[src/rtl/irq_dl_pkg.sv]
// Package: shared constants and helpers for the dual dedicated-line
// interrupt cell. Assumes exactly two request lines, index 0 ranked higher.
package irq_dl_pkg;

    localparam int NLINES = 2;

    typedef logic [NLINES-1:0] line_vec_t;

    // Returns a one-hot vector of the lowest-index (highest-ranked) set bit.
    function automatic line_vec_t first_pending(input line_vec_t v);
        line_vec_t r;
        r = '0;
        for (int i = NLINES - 1; i >= 0; i--) begin
            if (v[i]) begin
                r = '0;
                r[i] = 1'b1;
            end
        end
        return r;
    endfunction

endpackage

[src/rtl/irq_sel_decode.sv]
// Module: decodes addressed select commands into per-line enable set and
// clear strobes. Line i owns codes FC_BASE+2i (set) and FC_BASE+2i+1 (clear).
// Assumes FC_BASE + 2*NLINES fits in FC_W bits. Purely combinational.
module irq_sel_decode
    import irq_dl_pkg::*;
#(
    parameter int FC_W    = 4,
    parameter int FC_BASE = 8
) (
    input  logic            sel_valid_i,
    input  logic [FC_W-1:0] sel_code_i,
    output line_vec_t       en_set_o,
    output line_vec_t       en_clr_o
);

    for (genvar g = 0; g < NLINES; g++) begin : g_line
        localparam logic [FC_W-1:0] CODE_SET = FC_W'(FC_BASE + 2 * g);
        localparam logic [FC_W-1:0] CODE_CLR = FC_W'(FC_BASE + 2 * g + 1);

        // Match this line's two function codes when a select is valid.
        always_comb begin
            en_set_o[g] = sel_valid_i && (sel_code_i == CODE_SET);
            en_clr_o[g] = sel_valid_i && (sel_code_i == CODE_CLR);
        end
    end

endmodule

[src/rtl/irq_line_capture.sv]
// Module: one interrupt line. It holds the enable flag, an edge detector on
// the (already active-high) source and the capture flag that drives the
// request line. Capture needs an inactive-to-active transition, so a source
// held active does not capture again. A capture edge wins over a service
// clear in the same cycle. Init clears everything.
module irq_line_capture (
    input  logic clk,
    input  logic rst_n,
    input  logic init_i,
    input  logic src_act_i,
    input  logic en_set_i,
    input  logic en_clr_i,
    input  logic svc_clr_i,
    output logic pend_o
);

    logic act_q;
    logic en_q;
    logic flag_q;
    logic edge_w;

    assign edge_w = src_act_i && !act_q;
    assign pend_o = flag_q;

    // Remember the previous source level for edge detection.
    always_ff @(posedge clk) begin
        if (!rst_n) act_q <= 1'b0;
        else        act_q <= src_act_i;
    end

    // Enable flag: set and cleared by select decodes, cleared by init.
    always_ff @(posedge clk) begin
        if (!rst_n || init_i) en_q <= 1'b0;
        else if (en_clr_i)    en_q <= 1'b0;
        else if (en_set_i)    en_q <= 1'b1;
    end

    // Capture flag: set on an enabled edge, cleared when serviced.
    always_ff @(posedge clk) begin
        if (!rst_n || init_i)     flag_q <= 1'b0;
        else if (edge_w && en_q)  flag_q <= 1'b1;
        else if (svc_clr_i)       flag_q <= 1'b0;
    end

    AST_CAPTURE_NEEDS_ENABLE: assert property (@(posedge clk) disable iff (!rst_n)
        $rose(flag_q) |-> $past(en_q));

    AST_NO_RETRIGGER: assert property (@(posedge clk) disable iff (!rst_n)
        (!flag_q && act_q && src_act_i) |=> !flag_q);

    AST_ENABLE_SET: assert property (@(posedge clk) disable iff (!rst_n)
        (en_set_i && !en_clr_i && !init_i) |=> en_q);

    AST_DISABLE_KEEPS_REQ: assert property (@(posedge clk) disable iff (!rst_n)
        (flag_q && en_clr_i && !svc_clr_i && !init_i) |=> flag_q);

endmodule

[src/rtl/irq_service_ctrl.sv]
// Module: decides when a pending request was honored. It tracks whether the
// monitored data-bus bit went low during the current address-request phase
// and detects the strobe's leading edge. On an honored acknowledge it emits
// a one-hot clear for the highest-ranked pending line. Assumes addr_req_i
// stays high across the strobe of one acknowledge.
module irq_service_ctrl
    import irq_dl_pkg::*;
(
    input  logic      clk,
    input  logic      rst_n,
    input  logic      init_i,
    input  line_vec_t pend_i,
    input  logic      addr_req_i,
    input  logic      dbus_mon_i,
    input  logic      strobe_i,
    output line_vec_t clr_o
);

    logic strb_q;
    logic preempt_q;
    logic lead_w;
    logic honored_w;

    assign lead_w    = strobe_i && !strb_q;
    assign honored_w = lead_w && addr_req_i && dbus_mon_i && !preempt_q;

    // Delayed strobe for leading-edge detection.
    always_ff @(posedge clk) begin
        if (!rst_n) strb_q <= 1'b0;
        else        strb_q <= strobe_i;
    end

    // Preemption memory: set by a low bus bit inside the phase, cleared between phases.
    always_ff @(posedge clk) begin
        if (!rst_n || init_i || !addr_req_i) preempt_q <= 1'b0;
        else if (!dbus_mon_i)                preempt_q <= 1'b1;
    end

    // Pick the highest-ranked pending line on an honored acknowledge.
    always_comb begin
        clr_o = honored_w ? first_pending(pend_i) : '0;
    end

    AST_ONE_CLEAR: assert property (@(posedge clk) disable iff (!rst_n)
        $onehot0(clr_o));

    AST_HELD_STROBE_IDLE: assert property (@(posedge clk) disable iff (!rst_n)
        (strobe_i && $past(strobe_i)) |-> (clr_o == '0));

    AST_NO_CLEAR_OUTSIDE_PHASE: assert property (@(posedge clk) disable iff (!rst_n)
        !addr_req_i |-> (clr_o == '0));

    AST_PREEMPT_REMEMBERED: assert property (@(posedge clk) disable iff (!rst_n)
        (addr_req_i && !dbus_mon_i && !init_i) |=> (addr_req_i |-> clr_o == '0));

endmodule

[src/rtl/irq_dual_line.sv]
// Module (top): dual dedicated-line interrupt cell. Line 1 (req_o[0]) takes
// an external stimulus of programmable polarity. Line 2 (req_o[1]) takes the
// processor echo pulse. Requests stay up until an honored acknowledge, which
// is an address-request phase with the monitored bus bit high throughout and
// a strobe leading edge. Assumes all inputs are synchronous to clk.
module irq_dual_line
    import irq_dl_pkg::*;
#(
    parameter bit STIM_ACT_HIGH = 1'b1,
    parameter int FC_W          = 4,
    parameter int FC_BASE       = 8
) (
    input  logic            clk,
    input  logic            rst_n,
    input  logic            init_i,
    input  logic            stim_i,
    input  logic            echo_i,
    input  logic            sel_valid_i,
    input  logic [FC_W-1:0] sel_code_i,
    input  logic            addr_req_i,
    input  logic            dbus_mon_i,
    input  logic            strobe_i,
    output logic [1:0]      req_o
);

    line_vec_t src_act;
    line_vec_t en_set;
    line_vec_t en_clr;
    line_vec_t svc_clr;
    line_vec_t pend;

    // Normalize sources to active high: line 1 per parameter, line 2 echo.
    always_comb begin
        src_act[0] = STIM_ACT_HIGH ? stim_i : !stim_i;
        src_act[1] = echo_i;
    end

    irq_sel_decode #(
        .FC_W    (FC_W),
        .FC_BASE (FC_BASE)
    ) u_dec (
        .sel_valid_i (sel_valid_i),
        .sel_code_i  (sel_code_i),
        .en_set_o    (en_set),
        .en_clr_o    (en_clr)
    );

    for (genvar g = 0; g < NLINES; g++) begin : g_cap
        irq_line_capture u_cap (
            .clk       (clk),
            .rst_n     (rst_n),
            .init_i    (init_i),
            .src_act_i (src_act[g]),
            .en_set_i  (en_set[g]),
            .en_clr_i  (en_clr[g]),
            .svc_clr_i (svc_clr[g]),
            .pend_o    (pend[g])
        );
    end

    irq_service_ctrl u_svc (
        .clk        (clk),
        .rst_n      (rst_n),
        .init_i     (init_i),
        .pend_i     (pend),
        .addr_req_i (addr_req_i),
        .dbus_mon_i (dbus_mon_i),
        .strobe_i   (strobe_i),
        .clr_o      (svc_clr)
    );

    assign req_o = pend;

    AST_INIT_CLEARS: assert property (@(posedge clk) disable iff (!rst_n)
        init_i |=> (req_o == 2'b00));

    AST_PREEMPT_HOLDS: assert property (@(posedge clk) disable iff (!rst_n)
        (addr_req_i && !dbus_mon_i && !init_i) |=> ((req_o & $past(req_o)) == $past(req_o)));

    AST_LINE1_FIRST: assert property (@(posedge clk) disable iff (!rst_n)
        (req_o == 2'b11 && !init_i) |=> req_o[1]);

endmodule

[config.mk]
export PLATFORM = sky130hd
export DESIGN_NAME = irq_dual_line
export DESIGN_NICKNAME = d
export VERILOG_FILES = /design/src/rtl/irq_dl_pkg.sv /design/src/rtl/irq_sel_decode.sv /design/src/rtl/irq_line_capture.sv /design/src/rtl/irq_service_ctrl.sv /design/src/rtl/irq_dual_line.sv
export SDC_FILE = /design/constraint.sdc
export NUM_CORES = 1
export LEC_CHECK = 0
export BUFFER_PORTS_ARGS = -buffer_cell sky130_fd_sc_hd__buf_2
export CAP_MARGIN = 15
export CORE_AREA = 2 2 39 41
export DETAILED_ROUTE_END_ITERATION = 8
export DIE_AREA = 0 0 41 43
export PLACE_DENSITY = 0.55
export RECOVER_POWER = 50
export SLEW_MARGIN = 20
export SYNTH_ARGS = -nofsm -noshare
export SYNTH_HDL_FRONTEND = slang
export SYNTH_HIERARCHICAL = 1
export SYNTH_SLANG_ARGS = --single-unit
export TNS_END_PERCENT = 30
[constraint.sdc]
create_clock -name clk -period 2.65 [get_ports clk]
set_clock_uncertainty 0.15 [all_clocks]
set_input_delay 0.3975 -clock clk [delete_from_list [all_inputs] [get_ports clk]]
set_output_delay 0.3975 -clock clk [all_outputs]
set_load 0.005 [all_outputs]
Word level (Yosys, flattened, before mapping)
Index checks and enable logic that the tools add are counted.
{"block": "totals", "reg_bits": 8, "word_cells": 43}
{"block": "classes", "n_eq_ne": 4, "muxes": 7, "n_reduce_logical": 24}
{"op": "4-bit == test, second input constant", "n": 4}
{"op": "1-bit logical AND", "n": 12}
{"op": "1-bit logical NOT", "n": 6}
{"op": "2-bit 2-to-1 mux", "n": 3}
{"op": "1-bit 2-to-1 mux", "n": 4}
{"op": "2-bit nonzero test", "n": 2}
{"op": "2-bit OR reduction", "n": 2}
{"op": "1-bit logical OR", "n": 2}

Logic depth before layout (Yosys ltp)
Gate-level depths: netlist of run 1.
{"block": "logic_depth", "ltp_word": 8, "depth_mapped": 4, "depth_no_buf": 4}

Cells and area by module
The synthesis of run 1 kept the hierarchy.
{"mod": "irq_line_capture", "n_inst": 2, "cells_per_inst": 10, "area_per_inst_um2": 112.6, "seq_area_each_um2": 60.1}
{"mod": "irq_service_ctrl", "n_inst": 1, "cells_per_inst": 10, "area_per_inst_um2": 93.8, "seq_area_each_um2": 40.0}
{"mod": "irq_sel_decode", "n_inst": 1, "cells_per_inst": 7, "area_per_inst_um2": 47.5, "seq_area_each_um2": 0.0}

Worst setup path before layout of run 1
No wires, ideal clock.
{"block": "synth_timing", "path_type": "input-to-reg", "start": "input port dbus_mon_i", "end": "register g_cap[0].u_cap.flag_q", "arrival_ps": 934, "t_required_ps": 2430, "setup_slack_ps": 1496, "cell_stages": 4, "cell_sequence": "nor2b_2 -> and4_1 -> nand2b_1 -> a21oi_1"}
{"block": "synth_via", "elab_chain_cells": 4}
{"item": "start, declared", "line": "irq_dual_line.sv:21", "source": "input logic dbus_mon_i,"}
{"item": "1-bit logical AND (2 in series)", "line": "irq_service_ctrl.sv:25", "source": "assign honored_w = lead_w && addr_req_i && dbus_mon_i && !preempt_q;"}
{"item": "2-bit 2-to-1 mux", "line": "irq_service_ctrl.sv:41", "source": "clr_o = honored_w ? first_pending(pend_i) : '0;"}
{"item": "named net svc_clr[0]", "line": "irq_dual_line.sv:29", "source": "line_vec_t svc_clr;"}
{"item": "2-bit nonzero test (no source line)"}
{"item": "end signal, assigned", "line": "irq_line_capture.sv:40", "source": "if (!rst_n || init_i) flag_q <= 1'b0;"}
{"item": "end signal, assigned", "line": "irq_line_capture.sv:41", "source": "else if (edge_w && en_q) flag_q <= 1'b1;"}
{"item": "end signal, assigned", "line": "irq_line_capture.sv:42", "source": "else if (svc_clr_i) flag_q <= 1'b0;"}
{"item": "end, declared", "line": "irq_line_capture.sv:19", "source": "logic flag_q;"}
The timed path passes the listed nets, and every way through them passes these cells.
A chain may end at the register's enable or synchronous reset.

Final worst setup path of run 1
{"block": "layout_timing", "start": "register g_cap[0].u_cap.flag_q", "end": "output port req_o[0]"}
{"item": "end, declared", "line": "irq_dual_line.sv:23", "source": "output logic [1:0] req_o"}
No word-level cell between the ends.

==> results of run 1 <==
report_power, final:
group | switching (mW) | internal [mW]
clock | 0.0405 | 0.0518
combinational | 0.0111 | 0.0131
sequential | 0.000830 | 0.124
total | 0.0525 | 0.188
logic make-up (layout without fill, tap and decap cells):
group                  Yosys count  count (layout)  share of synthesized area [%]
AO/OA/AOI/OAI                    2               2                          2.730
AND/OR/NAND/NOR                 25              25                          51.54
buffers and inverters            2              19                          2.049
flip-flops                       8               8                          43.69
worst paths after layout:
| check | slack, ns | end | depth (start not counted) | start |
|---|---|---|---|---|
| max | 1.37 | req_o[0] | 1 | g_cap[0].u_cap/pend_o |
| min | 0.19 | u_svc/preempt_q | 2 | init_i |
| max reg2reg | 1.60 | g_cap[1].u_cap/pend_o | 4 | g_cap[0].u_cap/pend_o |
| min reg2reg | 0.33 | g_cap[0].u_cap/pend_o | 2 | g_cap[0].u_cap/en_q |
layout make-up:
type,count,area [um^2],share of cell area [%]
Multi-Input combinational cell,27,186.4,40.05
Sequential cell,8,160.2,34.41
Inverter,2,7.507,1.613
Tap cell,16,20.02,4.301
Timing Repair Buffer,14,68.82,14.78
Clock buffer,3,22.52,4.839
metal layers:
metal  vias to the layer above  wire length (um)
met5                         -                 0
li1                        160                 -
met1                       131               304
met3                         4                83
met2                        15               262
met4                         0                42
state kept, by name, indices dropped and copies added (netlist names):
register and flops:
g_cap.u_cap/act_q 2, g_cap.u_cap/en_q 2, g_cap.u_cap/pend_o 2, u_svc/preempt_q 1, u_svc/strb_q 1
synth_stat cells:
cell,instances,area [um^2]
dfxtp_1,8,160.2
nor3_1,5,25.02
and2_1,3,18.77
a21oi_1,2,10.01
and4_1,2,17.52
inv_1,2,7.510
nand2b_1,2,12.51
nand2b_4,2,27.53
nand3b_1,2,15.01
nor2_1,2,7.510
nor2b_1,2,12.51
nor3_2,2,20.02
nand2_1,1,3.750
nand3b_4,1,20.02
nor2b_2,1,8.760
==> summary.txt, run 1 <==
Vias: 310
DR vias/cell: 4.429
Max-Cap Viols: 0
Routed WL: 693 um
Design Power: 0.2409 mW
Most Crowded Layer GR: met4
FILL cells: 161
Global-route wire length before repair: 1.014 mm
Global routing usage on met3: 6.283%
DRC errors left: 0
Setup Buffers After CTS: 0
Critical-path cell with the highest stage delay: dfxtp_1
Ant. Diodes: 0
Cell variety after synth: 15
GPL Wtd Cong: 0.5883
Post-detail-place hpwl: 558.9 um
Setup TNS: 0 ns
Crit path kind: flip-flop to output pin
Largest net degree at the start of global routing: 7
Final setup fails: 0
CP delay by family, top: flip-flops
Power Dens Cells: 517.6 mW/mm^2
H-tree depth: 1
Share of layout cells above drive strength 1: 38.89%
Status: complete, no violations
Worst-path maximum fanout: 4
Grt total ovfl: 0
Final Cell Area: 465.4 um^2
GR Util met2: 12.81%
Hold_buf cts: 0
Pre-CTS setup slack: 1.351 ns
VDD IR-drop max: 0.0002186 V
Met1 usage: 8.414%
Critical Path Source Type: flip-flop
Row Count: 14
Initial antenna violation count: 0
Final Hold Viols: 0
Leak Pwr: 0.2026 nW
Most frequent cells in the layout: buf_2 (13), dfxtp_1 (8), nor3_1 (5)
Root buffer cell: clkbuf_4
Worst path cell trace: buf_2
Synth Warn #: 6
Avg Inst Size Synth: 9.908 um^2
Setup ws final: 1.373 ns
Final core utilization: 33.63%
CTS clk-pin slew, worst paths: 0.05 ns
Rel. slew slack: 75.33%
Post-CTS Resized: 0
CP max stage delay: 0.35 ns
RSZ-0062 raised after global routing: false
Mapped Nets: 50
Worst-Skew Late Latency: 0.25 ns
Register area share after synthesis: 43.69%
Die W: 41 um
Vias in the first global route: 282
Initial core utilization: 26.49%
Area growth from synthesis to layout: 26.96%
Final ANT Viol Nets: 0
Fmax: 0.7829 GHz
TritonCTS buffer count: 3
Synthesized area: 366.6 um^2
Drt wl/cell: 9.900 um
Final min period: 1.277 ns
Post-DP Area: 456.7 um^2
Longest Clk Path Bufs: 2
Drt initial violations: 1
TritonCTS clock tree: built
Full die area: 0.001763 mm^2
Worst hold slack: 0.1941 ns
Most common cell after layout, fill and taps aside: buf_2
Worst-margin pin slew: 0.3700 ns
Hold Crit Class: input pin to flip-flop
Crit path buffers/inverters: 1
CP Data Arrival Time: 0.73 ns
Synthesized instance count: 37
Placed Cells: 67
Final Max Slew Viols: 0
Router iterations before antenna repair: 2
Setup crit end kind: output pin
Final period util: 48.20%
PortBufs: 14
WP data required: 2.10 ns
Area of the core: 0.001384 mm^2
CTS Sinks: 8
Io pins: 15
Total GRT Usage: 10.06%
Synthesis-stage register bit count: 8
Post-Layout Cell Count: 70
Nets: 69
Die Span Y: 43 um
Note: power is estimated with default switching activity, not from simulation.
==> run 2: changes to the inputs <==
==> constraint.sdc (replaced) <==
create_clock -name clk -period 1.3 [get_ports clk]
set_clock_uncertainty 0.15 [all_clocks]
set_input_delay 0.195 -clock clk [delete_from_list [all_inputs] [get_ports clk]]
set_output_delay 0.195 -clock clk [all_outputs]
set_load 0.005 [all_outputs]
==> run 2 against run 1 <==
  * Utilization is 1.4 points higher
  * Clock power rose by 91%
  * Final cell count rose by 1.4%
  * First-iteration DRC count increased to 5.0 times the previous value
  * Global-route usage is 1.0 points lower
  * Register-to-register slack got worse by 1.4 ns
  * Combinational power up 130%
  * Critical endpoint is now g_cap[0].u_cap/en_q
  * Largest cell class unchanged
==> summary.txt, run 2 (synthesis gave the netlist of run 1 again) <==
Status: complete, no violations (unchanged)
Initial antenna violation count: 0 (unchanged)
Seq pwr share: 52.3% (was 51.6%)
Die W: 41 um (unchanged)
Reg-to-Reg Start: g_cap[0].u_cap/pend_o (unchanged)
CTS Sinks: 8 (unchanged)
CP Data Arrival Time: 1.15 ns (was 0.73 ns)
P_sw: 0.09800 mW (was 0.05250 mW)
TritonCTS buffer count: 3 (unchanged)
Global-route wire length before repair: 986 um (was 1.014 mm)
Min-delay src: strobe_i (was init_i)
Crit path kind: input pin to flip-flop (was flip-flop to output pin)
Combinational Power Share: 11.3% (was 10.0%)
Final min period: 1.126 ns
Final period util: 86.60%
Routed WL: 638 um (was 693 um)
Io pins: 15 (unchanged)
Leak Pwr: 0.2135 nW (was 0.2026 nW)
Most frequent cells in the layout: buf_2 (11), dfxtp_1 (8), nor3_1 (5) (was buf_2 (13), dfxtp_1 (8), nor3_1 (5))
Post-detail-place hpwl: 526.3 um (was 558.9 um)
Final ANT Viol Nets: 0 (unchanged)
Share of layout cells above drive strength 1: 36.36% (was 38.89%)
Total GRT Usage: 9.036% (was 10.06%)
H-tree depth: 1 (unchanged)
WP data required: 1.32 ns (was 2.10 ns)
Initial core utilization: 26.49% (unchanged)
Area of the core: 0.001384 mm^2 (unchanged)
Setup crit end kind: flip-flop (was output pin)
Die Span Y: 43 um (unchanged)
Row Count: 14 (unchanged)
Worst-margin pin slew: 0.3652 ns (was 0.3700 ns)
FILL cells: 155 (was 161)
Area growth from synthesis to layout: 32.42% (was 26.96%)
Drt initial violations: 5 (was 1)
Design Power: 0.4850 mW (was 0.2409 mW)
Max-Cap Viols: 0 (unchanged)
Grt total ovfl: 0 (unchanged)
GPL Wtd Cong: 0.5891 (was 0.5883)
PortBufs: 14 (unchanged)
Most common cell after layout, fill and taps aside: buf_2 (unchanged)
Area taken by flip-flops and latches: 160.2 um^2 (unchanged)
Setup Buffers After CTS: 0 (unchanged)
Multi-input logic area: 198.9 um^2 (was 186.4 um^2)
Nets: 70 (was 69)
Rel. slew slack: 75.65% (was 75.33%)
Final Max Slew Viols: 0 (unchanged)
Ant. Diodes: 0 (unchanged)
Crit. Startpoint: init_i (was g_cap[0].u_cap/pend_o)
VDD IR-drop max: 0.0004072 V (was 0.0002186 V)
Final setup fails: 0 (unchanged)
Power Dens Cells: 999.1 mW/mm^2 (was 517.6 mW/mm^2)
Post-Layout Cell Count: 71 (was 70)
Critical Path Source Type: input pin (was flip-flop)
RSZ-0062 raised after global routing: false (unchanged)
TritonCTS clock tree: built (unchanged)
Drt wl/cell: 8.986 um (was 9.900 um)
DRC errors left: 0 (unchanged)
Worst-path maximum fanout: 3 (was 4)
Sw frac: 20.21% (was 21.79%)
Router iterations before antenna repair: 4 (was 2)
Fmax: 0.8883 GHz
CTS clk-pin slew, worst paths: 0.05 ns (about the same)
Vias: 313 (was 310)
Vias in the first global route: 275 (was 282)
Root buffer cell: clkbuf_4 (unchanged)
Setup TNS: 0 ns (unchanged)
Final Hold Viols: 0 (unchanged)
DR vias/cell: 4.408 (was 4.429)
Worst-Skew Late Latency: 0.24 ns (was 0.25 ns)
Clock power frac: 36.3% (was 38.3%)
Hold Crit Class: input pin to flip-flop (unchanged)
Longest Clk Path Bufs: 2 (unchanged)
Full die area: 0.001763 mm^2 (unchanged)
Internal: 0.3870 mW (was 0.1884 mW)
Placed Cells: 67 (unchanged)
Largest net degree at the start of global routing: 7 (unchanged)
## run 2: cell count changes in the layout (fill, tap and decap cells not counted), sizes merged
| cell | previous run | this run |
|---|---|---|
| buf | 13 | 11 |
| dlygate4sd3 | 0 | 1 |
| clkbuf | 4 | 6 |
## run 2: stage by stage
| step | util (%) | setup WS, ns | hold slack (ns) | instance area (um^2) |
|---|---|---|---|---|
| 2_1_floorplan | - | 0.2862 | 0.1216 | 366.6 |
| 3_3_place_gp | 33.00 | 0.2166 | 0.2599 | 456.7 |
| 3_5_place_dp | 33.00 | 0.2134 | 0.2567 | 456.7 |
| 4_1_cts | 35.35 | 0.1844 | 0.009460 | 489.2 |
| 5_1_grt | 35.08 | 0.1355 | 0.006883 | 485.5 |
| 6_report | 35.08 | 0.1742 | 0.01747 | 485.5 |
## run 2: timing repair
action	4_1_cts	5_1_grt
hold buffers	1	0
resized for setup	0	0
endpoints found under the hold margin	1	0
## run 2: worst paths after layout
kind | end | slack [ns] | cells after the start
max | g_cap[0].u_cap/en_q | 0.17 | 4
min | u_svc/strb_q | 0.02 | 2
max reg2reg | g_cap[1].u_cap/pend_o | 0.25 | 4
min reg2reg | g_cap[1].u_cap/pend_o | 0.33 | 2
## run 2: final cells by class
class                           instances  share of cell area (%)
Clock buffer                            3                   4.639
Inverter                                2                   1.546
Multi-Input combinational cell         27                   40.98
Sequential cell                         8                   32.99
Tap cell                               16                   4.124
Timing Repair Buffer                   15                   15.72
## run 2: critical path, stage by stage
cell	delay (ns)
dlygate4sd3_1	0.53
clkbuf_1	0.13
nand2b_4	0.15
nor3_2	0.14
## run 2: per-layer routing
layer / vias up / track usage, % / wire length (um)
met4: 0 / 10.00 / 0
met3: 0 / 4.712 / 72
li1: 163 / - / -
met2: 13 / 11.25 / 278
met1: 137 / 9.646 / 286
met5: - / 0 / 0
## run 2: power groups by stage
stage	Combinational, mW	Sequential, mW	Clock, mW
after global routing	0.0602	0.254	0.207
after global placement	0.0533	0.259	0
after CTS	0.0569	0.254	0.191
after detailed placement	0.0537	0.259	0
final	0.0550	0.254	0.176
after floorplan	0.0247	0.258	0
==> run 3: changes to the inputs <==
--- a/config.mk
+++ b/config.mk
@@ -5,13 +5,14 @@
 export SDC_FILE = /design/constraint.sdc
 export NUM_CORES = 1
 export LEC_CHECK = 0
+export ABC_AREA = 1
 export BUFFER_PORTS_ARGS = -buffer_cell sky130_fd_sc_hd__buf_2
 export CAP_MARGIN = 15
 export CORE_AREA = 2 2 39 41
 export DETAILED_ROUTE_END_ITERATION = 8
 export DIE_AREA = 0 0 41 43
 export PLACE_DENSITY = 0.55
-export RECOVER_POWER = 50
+export RECOVER_POWER = 100
 export SLEW_MARGIN = 20
 export SYNTH_ARGS = -nofsm -noshare
 export SYNTH_HDL_FRONTEND = slang
==> run 3 against run 2 <==
  * Sequential cell count stayed put
  * Sequential power hardly changed
  * Highest routed layer unchanged
  * Critical endpoint is now g_cap[1].u_cap/en_q
  * Count of clock-buffer cells in the layout is the same
  * Register-to-register slack about the same
  * Largest power group unchanged
  * Critical path depth up 1
  * Global-route usage rose by 0.14 points
  * Clock power is 4% higher
  * Fmax up 3.3%
  * Synthesized area rose by 2.0%
  * Worst hold slack improved by 0.040 ns
==> summary.txt, run 3 <==
Post-detail-place hpwl: 534.1 um (was 526.3 um)
Crit Reg-Reg Endpoint: g_cap[0].u_cap/pend_o (was g_cap[1].u_cap/pend_o)
Worst-margin pin slew: 0.1502 ns (was 0.3652 ns)
Routed WL: 644 um (was 638 um)
Ant. Diodes: 0 (unchanged)
Register area share after synthesis: 42.81% (was 43.69%)
Router iterations before antenna repair: 2 (was 4)
Synthesized area: 374.1 um^2 (was 366.6 um^2)
Initial antenna violation count: 0 (unchanged)
Final min period: 1.089 ns (was 1.126 ns)
Worst R2R Path Depth: 6 (was 4)
Worst hold stages: 3 (was 2)
Sw frac: 22.02% (was 20.21%)
R2R Setup Slk: 0.25 ns (about the same)
Worst path cell trace: dlygate4sd3_1, clkbuf_1, inv_1, nand2_1, nor3_1 (was dlygate4sd3_1, clkbuf_1, nand2b_4, nor3_2)
H-tree depth: 1 (unchanged)
Global-route wire length before repair: 1.021 mm (was 986 um)
Total GRT Usage: 9.173% (was 9.036%)
Top_reg_cell synth: dfxtp_1 (unchanged)
Clock power frac: 36.9% (was 36.3%)
GPL Wtd Cong: 0.6200 (was 0.5891)
Synth area leaders: dfxtp_1 (43%), inv_1 (15%), nor3_2 (11%) (was dfxtp_1 (44%), nand2b_4 (7.5%), nor3_1 (6.8%))
Leak Pwr: 0.2468 nW (was 0.2135 nW)
CP delay by family, top: buffers and inverters (unchanged)
Crit path buffers/inverters: 3 (was 2)
Most common cell after layout, fill and taps aside: inv_1 (was buf_2)
Share of layout cells above drive strength 1: 27.40% (was 36.36%)
Setup ws final: 0.2106 ns (was 0.1742 ns)
P_sw: 0.1092 mW (was 0.09800 mW)
CTS clk-pin slew, worst paths: 0.05 ns (about the same)
Leading area contributor after synthesis: dfxtp_1 (unchanged)
Pre-CTS setup slack: 0.2879 ns (was 0.2134 ns)
Full die area: 0.001763 mm^2 (unchanged)
Number of synthesized flops with an enable pin: 0 (unchanged)
Area fraction of the dominant cell type after synthesis: 42.81% (was 43.69%)
Worst hold slack: 0.05766 ns (was 0.01747 ns)
Setup TNS: 0 ns (unchanged)
Post-Layout Cell Count: 89 (was 71)
Min-delay src: rst_n (was strobe_i)
Most frequent cells in the layout: inv_1 (15), buf_2 (11), nand2_1 (10) (was buf_2 (11), dfxtp_1 (8), nor3_1 (5))
Top-count cell post-synth: inv_1 (was dfxtp_1)
Row Count: 14 (unchanged)
TritonCTS buffer count: 3 (unchanged)
Synth Warn #: 6 (unchanged)
Largest net degree at the start of global routing: 7 (unchanged)
Max-Cap Viols: 0 (unchanged)
Critical-path cell with the highest stage delay: dlygate4sd3_1 (unchanged)
DR vias/cell: 4.067 (was 4.408)
CP max stage delay: 0.53 ns (about the same)
Synthesis-stage register bit count: 8 (unchanged)
CTS Sinks: 8 (unchanged)
Power Dens Cells: 957.3 mW/mm^2 (was 999.1 mW/mm^2)
Status: complete, no violations (unchanged)
Die W: 41 um (unchanged)
Mapped Nets: 66 (was 50)
Worst-Skew Late Latency: 0.25 ns (was 0.24 ns)
DRC errors left: 0 (unchanged)
Area growth from synthesis to layout: 38.46% (was 32.42%)
WP data required: 1.32 ns (about the same)
Rel. slew slack: 89.91% (was 75.65%)
Synth cell count leaders: inv_1 (15), nand2_1 (10), dfxtp_1 (8) (was dfxtp_1 (8), nor3_1 (5), and2_1 (3))
Longest Clk Path Bufs: 2 (unchanged)
Avg Inst Size Synth: 7.059 um^2 (was 9.908 um^2)
Die Span Y: 43 um (unchanged)
Crit path kind: input pin to flip-flop (unchanged)
Final core utilization: 37.43% (was 35.08%)
Cell variety after synth: 8 (was 15)
Synthesized instance count: 53 (was 37)
Internal: 0.3867 mW (was 0.3870 mW)
Final Hold Viols: 0 (unchanged)
Initial core utilization: 27.03% (was 26.49%)
VDD IR-drop max: 0.0002910 V (was 0.0004072 V)
Io pins: 15 (unchanged)
TritonCTS clock tree: built (unchanged)
Final ANT Viol Nets: 0 (unchanged)
Area of the core: 0.001384 mm^2 (unchanged)
Root buffer cell: clkbuf_4 (unchanged)
Nets: 88 (was 70)
CP Data Arrival Time: 1.11 ns (was 1.15 ns)
Async S/R FF share, synth: 0% (unchanged)
Drt initial violations: 2 (was 5)
Final period util: 83.80% (was 86.60%)
Reg-to-Reg Start: u_svc/strb_q (was g_cap[0].u_cap/pend_o)
Hold path endpoint: g_cap[0].u_cap/act_q (was u_svc/strb_q)
Grt total ovfl: 0 (unchanged)
Drt wl/cell: 7.236 um (was 8.986 um)
PortBufs: 14 (unchanged)
Hold Crit Class: input pin to flip-flop (unchanged)
Vias: 362 (was 313)
Fmax: 0.9180 GHz (was 0.8883 GHz)
RSZ-0062 raised after global routing: false (unchanged)
Setup crit end kind: flip-flop (unchanged)
Crit. Startpoint: init_i (unchanged)
Final setup fails: 0 (unchanged)
Combinational Power Share: 11.9% (was 11.3%)
Worst-path maximum fanout: 3 (unchanged)
Placed Cells: 83 (was 67)
Final Max Slew Viols: 0 (unchanged)
Critical Path Source Type: input pin (unchanged)
Seq pwr share: 51.1% (was 52.3%)
Vias in the first global route: 276 (was 275)
-- run 3: changes by cell type in the layout (fill, tap and decap cells not counted), sizes merged --
cell	delta
nand3b	-3
and2	-3
nand3	+6
inv	+13
clkbuf	-1
nor2	+5
and4	-2
nand2	+10
nand2b	-4
clkdlybuf4s25	+1
nor2b	-3
nor3	-3
dlygate4sd3	+2
-- run 3: worst max path at each step --
stage / slack (ns) / end / cells after the start
floorplan: 0.31 / g_cap[1].u_cap/pend_o / 6
global placement: 0.30 / g_cap[1].u_cap/pend_o / 6
detailed placement: 0.29 / g_cap[1].u_cap/pend_o / 6
CTS: 0.07 / g_cap[1].u_cap/pend_o / 7
global route: 0.12 / g_cap[0].u_cap/pend_o / 6
finish: 0.21 / g_cap[1].u_cap/en_q / 5
-- run 3: cells by family (layout without fill, tap and decap cells) --
family,Yosys count,after routing,share of synthesized area [%]
AND/OR/NAND/NOR,28,28,37.46
buffers and inverters,15,35,15.05
flip-flops,8,8,42.81
AO/OA/AOI/OAI,2,2,4.683
-- run 3: area by class of cell --
class                      count  area (um^2)
fill                         159        865.8
multi-input combinational     30        155.1
tap                           16        20.02
sequential                     8        160.2
timing repair buffer          17        103.9
inverter                      15        56.30
clock buffer                   3        22.52
-- run 3: power groups by stage --
stage | registers, mW | logic, mW | clock network (mW)
floorplan | 0.258 | 0.0232 | 0
global placement | 0.259 | 0.0491 | 0
detailed placement | 0.259 | 0.0500 | 0
CTS | 0.253 | 0.0595 | 0.196
global route | 0.254 | 0.0675 | 0.208
finish | 0.254 | 0.0591 | 0.183
-- run 3: what timing repair did --
action,in CTS,in global routing
hold buffers,4,0
endpoints found under the setup margin,0,2
hold endpoints to repair,4,0
gates resized for setup,0,3
buffers inserted,0,0
-- run 3: through the flow --
step,power (mW),area (um^2)
final,0.4959,518.0
after floorplan,0.2816,374.1
after CTS,0.5087,526.8
after global routing,0.5292,518.0
after detailed placement,0.3087,464.2
after global placement,0.3078,464.2
-- run 3: per-layer routing --
metal,part of all wire (%),vias to the layer above,track usage [%],wire length (um)
met5,0,-,0,0
met1,44,151,10.75,286
li1,-,198,-,-
met4,0,0,8.000,0
met3,13,0,4.712,83
met2,43,13,11.56,275
-- run 3: worst register-to-register path, cell delays in order, from the launching register on --
cell and delay [ns]:
dfxtp_1 0.29, inv_1 0.08, nand3_4 0.07, nor3_1 0.18, inv_1 0.05, nand2_1 0.07
a21oi_2 0.05
